==> src/rtl/tsw_pkg.sv <==
package tsw_pkg;
  typedef enum logic [2:0] {
    S_IDLE, S_LOAD, S_SETTLE, S_EVAL, S_RECORD, S_NEXT, S_DONE
  } tsw_state_e;
endpackage

==> src/rtl/tsw_seq.sv <==
module tsw_seq
  import tsw_pkg::*;
#(
  parameter int TAP_W  = 5,
  parameter int CODE_W = 3,
  parameter int CNT_W  = 8
) (
  input  logic              clk,
  input  logic              rst_n,
  input  logic              start,
  input  logic [CNT_W-1:0]  settle_cycles,
  input  logic              chk_vld,
  input  logic              chk_locked,
  input  logic [CODE_W-1:0] chk_code,
  input  logic              best_vld,
  input  logic [TAP_W-1:0]  best_centre,
  output logic              clr,
  output logic              smp_en,
  output logic              smp_locked,
  output logic [CODE_W-1:0] smp_code,
  output logic [TAP_W-1:0]  smp_tap,
  output logic              smp_last,
  output logic              tap_load,
  output logic [TAP_W-1:0]  tap_value,
  output logic              chk_req,
  output logic              train_done,
  output logic              train_fail
);
  localparam logic [TAP_W-1:0] TAP_LAST = '1;

  tsw_state_e        state_q, state_d;
  logic [TAP_W-1:0]  cur_tap_q;
  logic [CNT_W-1:0]  cnt_q;
  logic              lk_q;
  logic [CODE_W-1:0] code_q;
  logic              first_q;
  logic              accept;
  logic              at_last;

  assign accept  = start && (state_q == S_IDLE || state_q == S_DONE);
  assign at_last = (cur_tap_q == TAP_LAST);

  always_comb begin
    state_d = state_q;
    unique case (state_q)
      S_IDLE:   if (accept) state_d = S_LOAD;
      S_LOAD:   state_d = S_SETTLE;
      S_SETTLE: if (cnt_q >= settle_cycles) state_d = S_EVAL;
      S_EVAL:   if (chk_vld) state_d = S_RECORD;
      S_RECORD: state_d = S_NEXT;
      S_NEXT:   state_d = at_last ? S_DONE : S_LOAD;
      S_DONE:   if (accept) state_d = S_LOAD;
      default:  state_d = S_IDLE;
    endcase
  end

  always_ff @(posedge clk or negedge rst_n) begin
    if (!rst_n) begin
      state_q   <= S_IDLE;
      cur_tap_q <= '0;
      cnt_q     <= '0;
      lk_q      <= 1'b0;
      code_q    <= '0;
      first_q   <= 1'b0;
    end else begin
      state_q <= state_d;
      first_q <= (state_q == S_NEXT);
      if (accept) cur_tap_q <= '0;
      else if (state_q == S_NEXT && !at_last) cur_tap_q <= cur_tap_q + 1'b1;
      if (state_q == S_LOAD) cnt_q <= '0;
      else if (state_q == S_SETTLE) cnt_q <= cnt_q + 1'b1;
      if (state_q == S_EVAL && chk_vld) begin
        lk_q   <= chk_locked;
        code_q <= chk_code;
      end
    end
  end

  assign clr        = accept;
  assign smp_en     = (state_q == S_RECORD);
  assign smp_locked = lk_q;
  assign smp_code   = code_q;
  assign smp_tap    = cur_tap_q;
  assign smp_last   = at_last;
  assign chk_req    = (state_q == S_EVAL);
  assign train_done = (state_q == S_DONE);
  assign train_fail = train_done && !best_vld;
  assign tap_load   = (state_q == S_LOAD) || (train_done && first_q);
  assign tap_value  = train_done ? (best_vld ? best_centre : '0) : cur_tap_q;

  p_req_hold_r3: assert property (@(posedge clk) disable iff (!rst_n)
    (chk_req && !chk_vld) |=> chk_req);
  p_req_drop_r3: assert property (@(posedge clk) disable iff (!rst_n)
    (chk_req && chk_vld) |=> !chk_req);
  p_load_excl_r2: assert property (@(posedge clk) disable iff (!rst_n)
    !(tap_load && chk_req));
  p_tap_step_r2: assert property (@(posedge clk) disable iff (!rst_n)
    (state_q == S_NEXT && !at_last) |=> (tap_load && tap_value == $past(cur_tap_q) + 1'b1));
  p_done_hold_r9: assert property (@(posedge clk) disable iff (!rst_n)
    (train_done && !start) |=> (train_done && !tap_load && $stable(tap_value)));
  p_fail_park_r10: assert property (@(posedge clk) disable iff (!rst_n)
    train_fail |-> (tap_value == '0));
endmodule

==> src/rtl/tsw_window.sv <==
module tsw_window #(
  parameter int TAP_W  = 5,
  parameter int CODE_W = 3
) (
  input  logic              clk,
  input  logic              rst_n,
  input  logic              clr,
  input  logic              smp_en,
  input  logic              smp_locked,
  input  logic [CODE_W-1:0] smp_code,
  input  logic [TAP_W-1:0]  smp_tap,
  input  logic              smp_last,
  output logic              win_close,
  output logic [TAP_W-1:0]  win_lo,
  output logic [TAP_W-1:0]  win_hi
);
  logic              prev_lk_q;
  logic [CODE_W-1:0] prev_code_q;
  logic [TAP_W-1:0]  lo_q, hi_q;
  logic              ev_extend, ev_change, ev_lost, ev_open;

  assign ev_extend = smp_en && prev_lk_q && smp_locked && (smp_code == prev_code_q);
  assign ev_change = smp_en && prev_lk_q && smp_locked && (smp_code != prev_code_q);
  assign ev_lost   = smp_en && prev_lk_q && !smp_locked;
  assign ev_open   = smp_en && !prev_lk_q && smp_locked;

  always_comb begin
    win_close = 1'b0;
    win_lo    = lo_q;
    win_hi    = hi_q;
    if (ev_extend && smp_last) begin
      win_close = 1'b1;
      win_hi    = smp_tap;
    end else if (ev_change || ev_lost) begin
      win_close = 1'b1;
    end else if (ev_open && smp_last) begin
      win_close = 1'b1;
      win_lo    = smp_tap;
      win_hi    = smp_tap;
    end
  end

  always_ff @(posedge clk or negedge rst_n) begin
    if (!rst_n) begin
      prev_lk_q   <= 1'b0;
      prev_code_q <= '0;
      lo_q        <= '0;
      hi_q        <= '0;
    end else if (clr) begin
      prev_lk_q   <= 1'b0;
      prev_code_q <= '0;
      lo_q        <= '0;
      hi_q        <= '0;
    end else if (smp_en) begin
      prev_lk_q   <= smp_locked;
      prev_code_q <= smp_code;
      if (ev_extend) hi_q <= smp_tap;
      if (ev_change || ev_open) begin
        lo_q <= smp_tap;
        hi_q <= smp_tap;
      end
    end
  end

  p_win_order_r5: assert property (@(posedge clk) disable iff (!rst_n)
    win_close |-> (win_lo <= win_hi));
  p_last_close_r6: assert property (@(posedge clk) disable iff (!rst_n)
    (smp_en && smp_last && smp_locked) |-> win_close);
  p_open_idle_r4: assert property (@(posedge clk) disable iff (!rst_n)
    (smp_en && !prev_lk_q) |-> !win_close || smp_last);
endmodule

==> src/rtl/tsw_best.sv <==
module tsw_best #(
  parameter int TAP_W = 5
) (
  input  logic             clk,
  input  logic             rst_n,
  input  logic             clr,
  input  logic             cand_vld,
  input  logic [TAP_W-1:0] cand_lo,
  input  logic [TAP_W-1:0] cand_hi,
  output logic             best_vld,
  output logic [TAP_W-1:0] best_centre
);
  function automatic logic [TAP_W-1:0] width_of(input logic [TAP_W-1:0] lo,
                                                input logic [TAP_W-1:0] hi);
    return hi - lo;
  endfunction

  function automatic logic [TAP_W-1:0] mid_of(input logic [TAP_W-1:0] lo,
                                              input logic [TAP_W-1:0] hi);
    logic [TAP_W:0] sum;
    sum = {1'b0, lo} + {1'b0, hi};
    return sum[TAP_W:1];
  endfunction

  logic             vld_q;
  logic [TAP_W-1:0] lo_q, hi_q;
  logic [TAP_W-1:0] best_w, cand_w;
  logic             take;

  assign best_w = width_of(lo_q, hi_q);
  assign cand_w = width_of(cand_lo, cand_hi);
  assign take   = cand_vld && (!vld_q || (cand_w > best_w));

  always_ff @(posedge clk or negedge rst_n) begin
    if (!rst_n) begin
      vld_q <= 1'b0;
      lo_q  <= '0;
      hi_q  <= '0;
    end else if (clr) begin
      vld_q <= 1'b0;
      lo_q  <= '0;
      hi_q  <= '0;
    end else if (take) begin
      vld_q <= 1'b1;
      lo_q  <= cand_lo;
      hi_q  <= cand_hi;
    end
  end

  assign best_vld    = vld_q;
  assign best_centre = mid_of(lo_q, hi_q);

  p_best_grow_r7: assert property (@(posedge clk) disable iff (!rst_n)
    (vld_q && $past(vld_q)) |-> (best_w >= $past(best_w)));
  p_tie_keep_r7: assert property (@(posedge clk) disable iff (!rst_n)
    (vld_q && !clr && cand_vld && cand_w <= best_w) |=> $stable(lo_q));
endmodule

==> src/rtl/tap_sweep_ctrl.sv <==
module tap_sweep_ctrl #(
  parameter int TAP_W  = 5,
  parameter int CODE_W = 3,
  parameter int CNT_W  = 8
) (
  input  logic              clk,
  input  logic              rst_n,
  input  logic              start,
  input  logic [CNT_W-1:0]  settle_cycles,
  output logic              chk_req,
  input  logic              chk_vld,
  input  logic              chk_locked,
  input  logic [CODE_W-1:0] chk_code,
  output logic              tap_load,
  output logic [TAP_W-1:0]  tap_value,
  output logic              train_done,
  output logic              train_fail,
  output logic [TAP_W-1:0]  centre_tap
);
  logic              clr, smp_en, smp_locked, smp_last;
  logic [CODE_W-1:0] smp_code;
  logic [TAP_W-1:0]  smp_tap;
  logic              win_close;
  logic [TAP_W-1:0]  win_lo, win_hi;
  logic              best_vld;
  logic [TAP_W-1:0]  best_centre;

  tsw_seq #(.TAP_W(TAP_W), .CODE_W(CODE_W), .CNT_W(CNT_W)) u_seq (
    .clk(clk), .rst_n(rst_n), .start(start), .settle_cycles(settle_cycles),
    .chk_vld(chk_vld), .chk_locked(chk_locked), .chk_code(chk_code),
    .best_vld(best_vld), .best_centre(best_centre),
    .clr(clr), .smp_en(smp_en), .smp_locked(smp_locked), .smp_code(smp_code),
    .smp_tap(smp_tap), .smp_last(smp_last),
    .tap_load(tap_load), .tap_value(tap_value), .chk_req(chk_req),
    .train_done(train_done), .train_fail(train_fail)
  );

  tsw_window #(.TAP_W(TAP_W), .CODE_W(CODE_W)) u_window (
    .clk(clk), .rst_n(rst_n), .clr(clr), .smp_en(smp_en),
    .smp_locked(smp_locked), .smp_code(smp_code), .smp_tap(smp_tap),
    .smp_last(smp_last), .win_close(win_close), .win_lo(win_lo), .win_hi(win_hi)
  );

  tsw_best #(.TAP_W(TAP_W)) u_best (
    .clk(clk), .rst_n(rst_n), .clr(clr), .cand_vld(win_close),
    .cand_lo(win_lo), .cand_hi(win_hi),
    .best_vld(best_vld), .best_centre(best_centre)
  );

  assign centre_tap = best_vld ? best_centre : '0;

  p_idle_quiet_r1: assert property (@(posedge clk) disable iff (!rst_n)
    (!train_done && !chk_req && !tap_load && !$past(start) && !start && $past(!train_done && !chk_req && !tap_load && !smp_en)) |-> !train_fail);
endmodule

==> config.mk <==
export PLATFORM = sky130hd
export DESIGN_NAME = tap_sweep_ctrl
export DESIGN_NICKNAME = d
export VERILOG_FILES = /design/src/rtl/tsw_pkg.sv /design/src/rtl/tsw_seq.sv /design/src/rtl/tsw_window.sv /design/src/rtl/tsw_best.sv /design/src/rtl/tap_sweep_ctrl.sv
export SDC_FILE = /design/constraint.sdc
export NUM_CORES = 1
export LEC_CHECK = 0
export ABC_CLOCK_PERIOD_IN_PS = 4620
export CAP_MARGIN = 10
export CORE_MARGIN = 2
export CORE_UTILIZATION = 40
export CTS_BUF_LIST = sky130_fd_sc_hd__clkbuf_2
export DETAILED_ROUTE_END_ITERATION = 8
export DONT_BUFFER_PORTS = 1
export PLACE_DENSITY = 0.54
export SLEW_MARGIN = 15
export SYNTH_ARGS = -nofsm -noshare
export SYNTH_HDL_FRONTEND = slang
export SYNTH_SLANG_ARGS = --single-unit
export TNS_END_PERCENT = 10
==> constraint.sdc <==
create_clock -name clk -period 4.62 [get_ports clk]
set_input_delay 0.693 -clock clk [delete_from_list [all_inputs] [get_ports clk]]
set_output_delay 0.693 -clock clk [all_outputs]
set_load 0.05 [all_outputs]
==> flow_summary_export.csv, run 1 <==
group,metric,value,unit
setup_path,worst_setup_path_end_kind,"register",
synthesis,synthTopCellsByArea,"dfrtp_1, ha_1, mux2i_1",
cells_and_area,design_area,3383,um^2
synthesis,yosys_warnings,0,
placement,placed_cells,423,
sta,setup_violations,0,
setup_path,worst-path-buf-inv,2,
sta,fin_worst_skew,31.18,ps
sta,slew_viol_final,0,
cts,cts_tree,"done",
floorplan,die-height,92.27,um
cells_and_area,area_growth,8.551,%
global_routing,grt.total_usage,0.1717,
drt,routed_wl,6687,um
power,p_leak,1.671,nW
synthesis,synth_cells,326,
global_routing,grt_max_degree,47,
power,peakVddDrop,0.0002055,V
setup_path,cpMostUsedCell,"ha_1",
synthesis,yosysSeqAreaShare,0.3693,
sta,max_freq,234.7,MHz
flow_run,drv_cap,0,
setup_path,crit_type,"reg2reg",
drt,ant_nets,0,
setup_path,cpPeakStageDelay,510,ps
global_routing,first_global_vias,2228,
setup_path,critPathSlowestCell,"dfrtp_2",
synthesis,synth_seq_cells,46,
placement,hpwl,5026,um
cells_and_area,final_util,0.4424,
power,finalPower,1.524,mW
setup_path,cp_top_family,"adder cells",
sta,grt_setup_unrepaired,"false",
setup_path,crit_chain,"ha_1 -> and3_1 -> ha_1 -> nand2_1 -> nor3_4 -> o21ai_0 -> ha_1 -> fa_1 -> inv_1 -> a21o_1 -> a21oi_1 -> xnor2_1 -> xnor2_1 -> ha_1 -> nor2_1 -> a31oi_1 -> o31ai_1 -> a21oi_2 -> buf_4 -> mux2_2",
cts,cts_sinks,46,
sta,relSlewSlack,0.2777,
floorplan,chipWidth,92.27,um
synthesis,syn-cell-area,3117,um^2
setup_path,path_max_fanout,8,
cts,cts_buffers,5,
sta,final.period_utilization,0.9222,
floorplan,fp.coreArea,7647,um^2
drt,dr_total_vias,2231,
drt,dr.pass1.iters,4,
drt,first_iter_violations,73,
drt,drcViolationCount,0,
setup_path,cp_data_required_time,4980,ps
synthesis,synth_cell_types,43,
cts,htreeDepth,2,
cells_and_area,n_antenna_cell,0,
synthesis,yosysMostFrequentCell,"dfrtp_1",
floorplan,dieArea,8514,um^2
cells_and_area,layout.cells.non_filler,437,
worst_hold_path,min_path_type,"in2async",
floorplan,ios,30,
sta,period_minus_slack,4261,ps
placement,place_congestion,0.8149,
cts,cts_buffer_depth,2,
synthesis,syn_nets,374,
cts,cts_root_buf,"clkbuf_2",
synthesis,synth_commonest_cells,"dfrtp_1, nand2_1, inv_1",
synthesis,async_flop_share,1.000,
drt,viasPerCell,5.105,
setup_path,startpoint_type,"register",
sta,worstMarginPinSlew,1087,ps
drt,routedWlPerCell,15.30,um
power,power_density,450.5,nW/um^2
sta,final.setup.tns,0,ps
synthesis,synth_edf_count,0,
synthesis,synth_top_cell_area_share,0.3693,
cells_and_area,nets,382,
cts,path_clk_slew,280,ps
synthesis,yosysTopAreaCell,"dfrtp_1",
placement,io_buffers,0,
floorplan,rows,32,
cts,clock_latency,450,ps
cells_and_area,drive_gt1_frac,0.1373,
sta,finalHoldViolations,0,
global_routing,grt_pass1_wl,11390,um
synthesis,synth_ff_type,"dfrtp_1",
global_routing,grt_antenna_before_repair,0,
placement,place_area,3243,um^2
outcome,run_status,"finished clean",
synthesis,synth.avg_cell_area,9.561,um^2
setup_path,arrival,4620,ps
global_routing,grt-ovfl-total,0,
floorplan,start_util,0.4076,
==> sequential cells by signal, summed over array words and instances (netlist names) <==
name	count
u_seq.cnt_q	8
u_best.hi_q	5
u_best.lo_q	5
u_seq.smp_tap	5
u_window.hi_q	5
u_window.lo_q	5
u_seq.smp_code	3
u_seq.state_q	3
u_window.prev_code_q	3
u_best.best_vld	1
u_seq.first_q	1
u_seq.smp_locked	1
u_window.prev_lk_q	1
==> stage by stage <==
step | setup WS (ps) | hold slack [ps]
2_1_floorplan | 676.3 | 397.4
3_3_place_gp | 323.8 | 399.2
3_5_place_dp | 204.5 | 398.8
4_1_cts | 122.4 | 25.77
5_1_grt | 4.532 | 16.82
6_report | 359.2 | 33.20
==> cell usage in the layout, fill, tap and decap left out, drive strengths merged, types with 3 or more instances in the layout <==
| master | netlist | routed |
|---|---|---|
| xor2 | 7 | 7 |
| nor2 | 18 | 18 |
| nand4 | 4 | 4 |
| o21ai | 16 | 16 |
| a22o | 7 | 7 |
| inv | 33 | 34 |
| and2 | 10 | 10 |
| nand3 | 4 | 4 |
| fa | 3 | 3 |
| and3 | 4 | 4 |
| nand2b | 4 | 4 |
| xnor2 | 10 | 10 |
| buf | 3 | 14 |
| a21o | 8 | 8 |
| o31ai | 3 | 3 |
| nor3 | 3 | 3 |
| nor2b | 3 | 3 |
| a21oi | 15 | 15 |
| dfrtp | 46 | 46 |
| clkbuf | 10 | 5 |
| mux2 | 11 | 11 |
| mux2i | 21 | 21 |
| nand2 | 35 | 35 |
| ha | 29 | 29 |
==> what timing repair did <==
action	CTS	global route
endpoints found under the setup margin	0	10
resized for setup	0	3
hold endpoints to repair	46	0
hold buffers	1	0
setup buffers	0	5
==> worst paths after layout <==
path                                   from                 to  slack [ps]  cells after the start
setup / recovery           u_seq.smp_tap[1]     u_best.lo_q[0]         360                     20
hold / removal                        rst_n    u_best.best_vld          30                      1
setup reg to reg           u_seq.smp_tap[1]     u_best.lo_q[0]         360                     20
hold reg to reg              u_seq.cnt_q[5]     u_seq.cnt_q[5]         540                      1
max in group asynchronous             rst_n   u_seq.smp_tap[1]        4330                      1
min in group clk                chk_code[0]  u_seq.smp_code[0]         380                      1
==> logic make-up (layout without fill, tap and decap cells) <==
family / Yosys count / in the layout / synth area share
compound gates: 60 / 60 / 0.1257
xor+xnor: 17 / 17 / 0.04777
fa+ha+maj: 32 / 32 / 0.1357
buf+inv: 46 / 55 / 0.06302
flops: 46 / 46 / 0.3693
mux: 32 / 32 / 0.1072
simple gates: 93 / 93 / 0.1513
==> area by class of cell <==
class	count	area [um^2]
fill	744	4264
multi-input combinational	234	1784
sequential	46	1154
tap	102	127.6
timing repair buffer	14	125.1
inverter	33	123.9
clock inverter	3	43.79
clock buffer	5	25.02
==> worst reg2reg max path, stage by stage (launching register included) <==
cell and delay, ps:
dfrtp_2 510, ha_1 190, and3_1 160, ha_1 240
nand2_1 150, nor3_4 330, o21ai_0 200, ha_1 270
fa_1 420, inv_1 80, a21o_1 110, a21oi_1 70
xnor2_1 140, xnor2_1 140, ha_1 300, nor2_1 50
a31oi_1 140, o31ai_1 100, a21oi_2 120, buf_4 150
mux2_2 330
==> routing by layer <==
| layer | GRT usage | share of wire | vias up |
|---|---|---|---|
| li1 | - | - | 1132 |
| met1 | 0.2447 | 0.50 | 1068 |
| met2 | 0.2690 | 0.46 | 22 |
| met3 | 0.02958 | 0.025 | 9 |
| met4 | 0.04851 | 0.016 | 0 |
| met5 | 0 | 0 | - |
==> power breakdown <==
group | internal [mW] | switching (mW) | total [mW]
sequential | 0.478 | 0.0863 | 0.565
clock | 0.0927 | 0.144 | 0.237
combinational | 0.292 | 0.430 | 0.723
Note: power is estimated with default switching activity, not from simulation.
==> inputs of run 2 (changes only) <==
==> constraint.sdc (replaced) <==
create_clock -name clk -period 4.62 [get_ports clk]
set_input_delay 0.231 -clock clk [delete_from_list [all_inputs] [get_ports clk]]
set_output_delay 0.231 -clock clk [all_outputs]
set_load 0.05 [all_outputs]
==> run 2 against run 1 <==
Against the previous run:
- final area is 1.6% higher
- setup slack better by 11 ps
- worst hold slack better by 33 ps
- die area stayed put
- sequential power is 1% lower
- combinational power is 2% higher
- clock-buffer cell count is 1 higher
- clock power is 26% lower
- global-route usage is 0.38 points higher
- register-to-register slack hardly changed
==> flow_summary_export.csv, run 2 (synthesis gave the netlist of run 1 again) <==
group,metric,value,unit
drt,dr_total_vias,2237,
global_routing,grt.total_usage,0.1755,
worst_hold_path,min_path_type,"in2reg",
setup_path,critPathLaunch,"u_seq.smp_tap[1]",
cells_and_area,final_common_cell,"dfrtp_1",
cells_and_area,area_growth,10.24,%
floorplan,dieArea,8514,um^2
setup_path,cp.depth,21,
floorplan,rows,32,
sta,final.setup.tns,0,ps
drt,first_iter_violations,40,
worst_hold_path,min_path_cells,2,
setup_path,worst_r2r_path_depth,21,
global_routing,busiest_layer,"met2",
cells_and_area,final_cell_mix,"dfrtp_1, nand2_1, inv_1",
cells_and_area,n_antenna_cell,0,
placement,io_buffers,0,
sta,period_minus_slack,4249,ps
setup_path,cpPeakStageDelay,490,ps
global_routing,grt_use_met1,0.2483,
worst_hold_path,hp-start,"chk_vld",
sta,fin_hold_ws,66.20,ps
global_routing,grt_max_degree,47,
cells_and_area,largest_reg_flops,8,
floorplan,start_util,0.4076,
setup_path,critPathSlowestCell,"dfrtp_2",
cts,cts_root_buf,"clkbuf_2",
cts,cts_buffer_depth,2,
drt,routed_wl,6759,um
sta,worstMarginPinSlew,1211,ps
power,peakVddDrop,0.0002302,V
cells_and_area,drive_gt1_frac,0.1370,
cts,clock_latency,420,ps
cts,path_clk_slew,250,ps
sta,max_freq,235.3,MHz
setup_path,startpoint_type,"register",
setup_path,cp_top_family,"adder cells",
setup_path,worst-path-buf-inv,2,
sta,finalHoldViolations,0,
sta,final.period_utilization,0.9198,
floorplan,chipWidth,92.27,um
setup_path,crit_type,"reg2reg",
cts,cts_buffers,5,
drt,routedWlPerCell,15.19,um
cts,htreeDepth,2,
sta,grt_setup_unrepaired,"false",
cells_and_area,final_util,0.4493,
drt,ant_nets,0,
setup_path,cpMostUsedCell,"ha_1",
global_routing,grt-ovfl-total,0,
sta,setup_violations,0,
global_routing,grt_antenna_before_repair,0,
placement,hpwl,5026,um
cells_and_area,nets,390,
setup_path,worst_setup_path_end_kind,"register",
flow_run,drv_cap,0,
cts,cts_tree,"done",
global_routing,first_global_vias,2310,
setup_path,path_max_fanout,6,
cells_and_area,top_register,"u_seq.cnt_q",
sta,relSlewSlack,0.1890,
outcome,run_status,"finished clean",
global_routing,grt_use_met3,0.03122,
placement,place_congestion,0.7997,
drt,dr.pass1.iters,4,
setup_path,crit_chain,"ha_1 -> and3_1 -> ha_1 -> nand2_1 -> nor2_1 -> o21ai_2 -> mux2i_1 -> ha_1 -> fa_1 -> inv_1 -> a21o_1 -> a21oi_1 -> xnor2_1 -> xnor2_1 -> ha_1 -> nor2_1 -> a31oi_1 -> o31ai_1 -> a21oi_2 -> buf_4 -> mux2_2",
global_routing,grt_pass1_wl,11700,um
global_routing,use_met2,0.2825,
power,p_leak,1.695,nW
setup_path,cp_data_required_time,4940,ps
cts,cts_sinks,46,
floorplan,die-height,92.27,um
floorplan,ios,30,
setup_path,r2r_start,"u_seq.smp_tap[1]",
drt,viasPerCell,5.027,
power,power_density,429.0,nW/um^2
sta,slew_viol_final,0,
floorplan,fp.coreArea,7647,um^2
setup_path,arrival,4570,ps
drt,drcViolationCount,0,
sta,fin_worst_skew,22.89,ps
## run 2: area by class of cell
cell class	instances	area, um^2
well taps	102	127.6
fillers	774	4212
multi-input cells	234	1784
clock buffers	6	30.03
clock inverters	2	13.76
flip-flops and latches	46	1154
inverters	33	123.9
repair buffers	22	202.7
## run 2: path summary, 6_finish.rpt
| kind | endpoint | slack (ps) |
|---|---|---|
| worst max-delay path | u_best.hi_q[3] | 370 |
| worst min-delay path | u_seq.state_q[2] | 70 |
| worst max register to register | u_best.hi_q[3] | 370 |
| worst min register to register | u_window.hi_q[2] | 530 |
| max in group asynchronous | u_best.lo_q[2] | 4100 |
| min in group asynchronous | u_window.hi_q[3] | 290 |
## run 2: through the flow
step	setup WS (ps)	cells	area (um^2)	power, mW
finish	370.7	445	3436	1.474
detailed placement	179.5	420	3221	1.280
global route	47.70	445	3436	1.616
CTS	106.0	436	3362	1.477
global placement	319.6	420	3221	1.270
floorplan	676.3	326	3117	1.142
## run 2: what timing repair did
action,in CTS,in global routing
setup buffers,0,9
setup endpoints to repair,0,10
hold buffers,8,0
resized for setup,0,3
endpoints found under the hold margin,53,0
## run 2: power by group
| part | internal [mW] | total [mW] | switching [mW] |
|---|---|---|---|
| Sequential | 0.478 | 0.558 | 0.0799 |
| Combinational | 0.305 | 0.741 | 0.436 |
| Clock | 0.0400 | 0.175 | 0.135 |
| Total | 0.823 | 1.47 | 0.651 |
## run 2: routing by layer
| metal | routed length (um) | vias up |
|---|---|---|
| li1 | - | 1145 |
| met1 | 3384 | 1066 |
| met2 | 3183 | 20 |
| met3 | 125 | 6 |
| met4 | 65 | 0 |
| met5 | 0 | - |
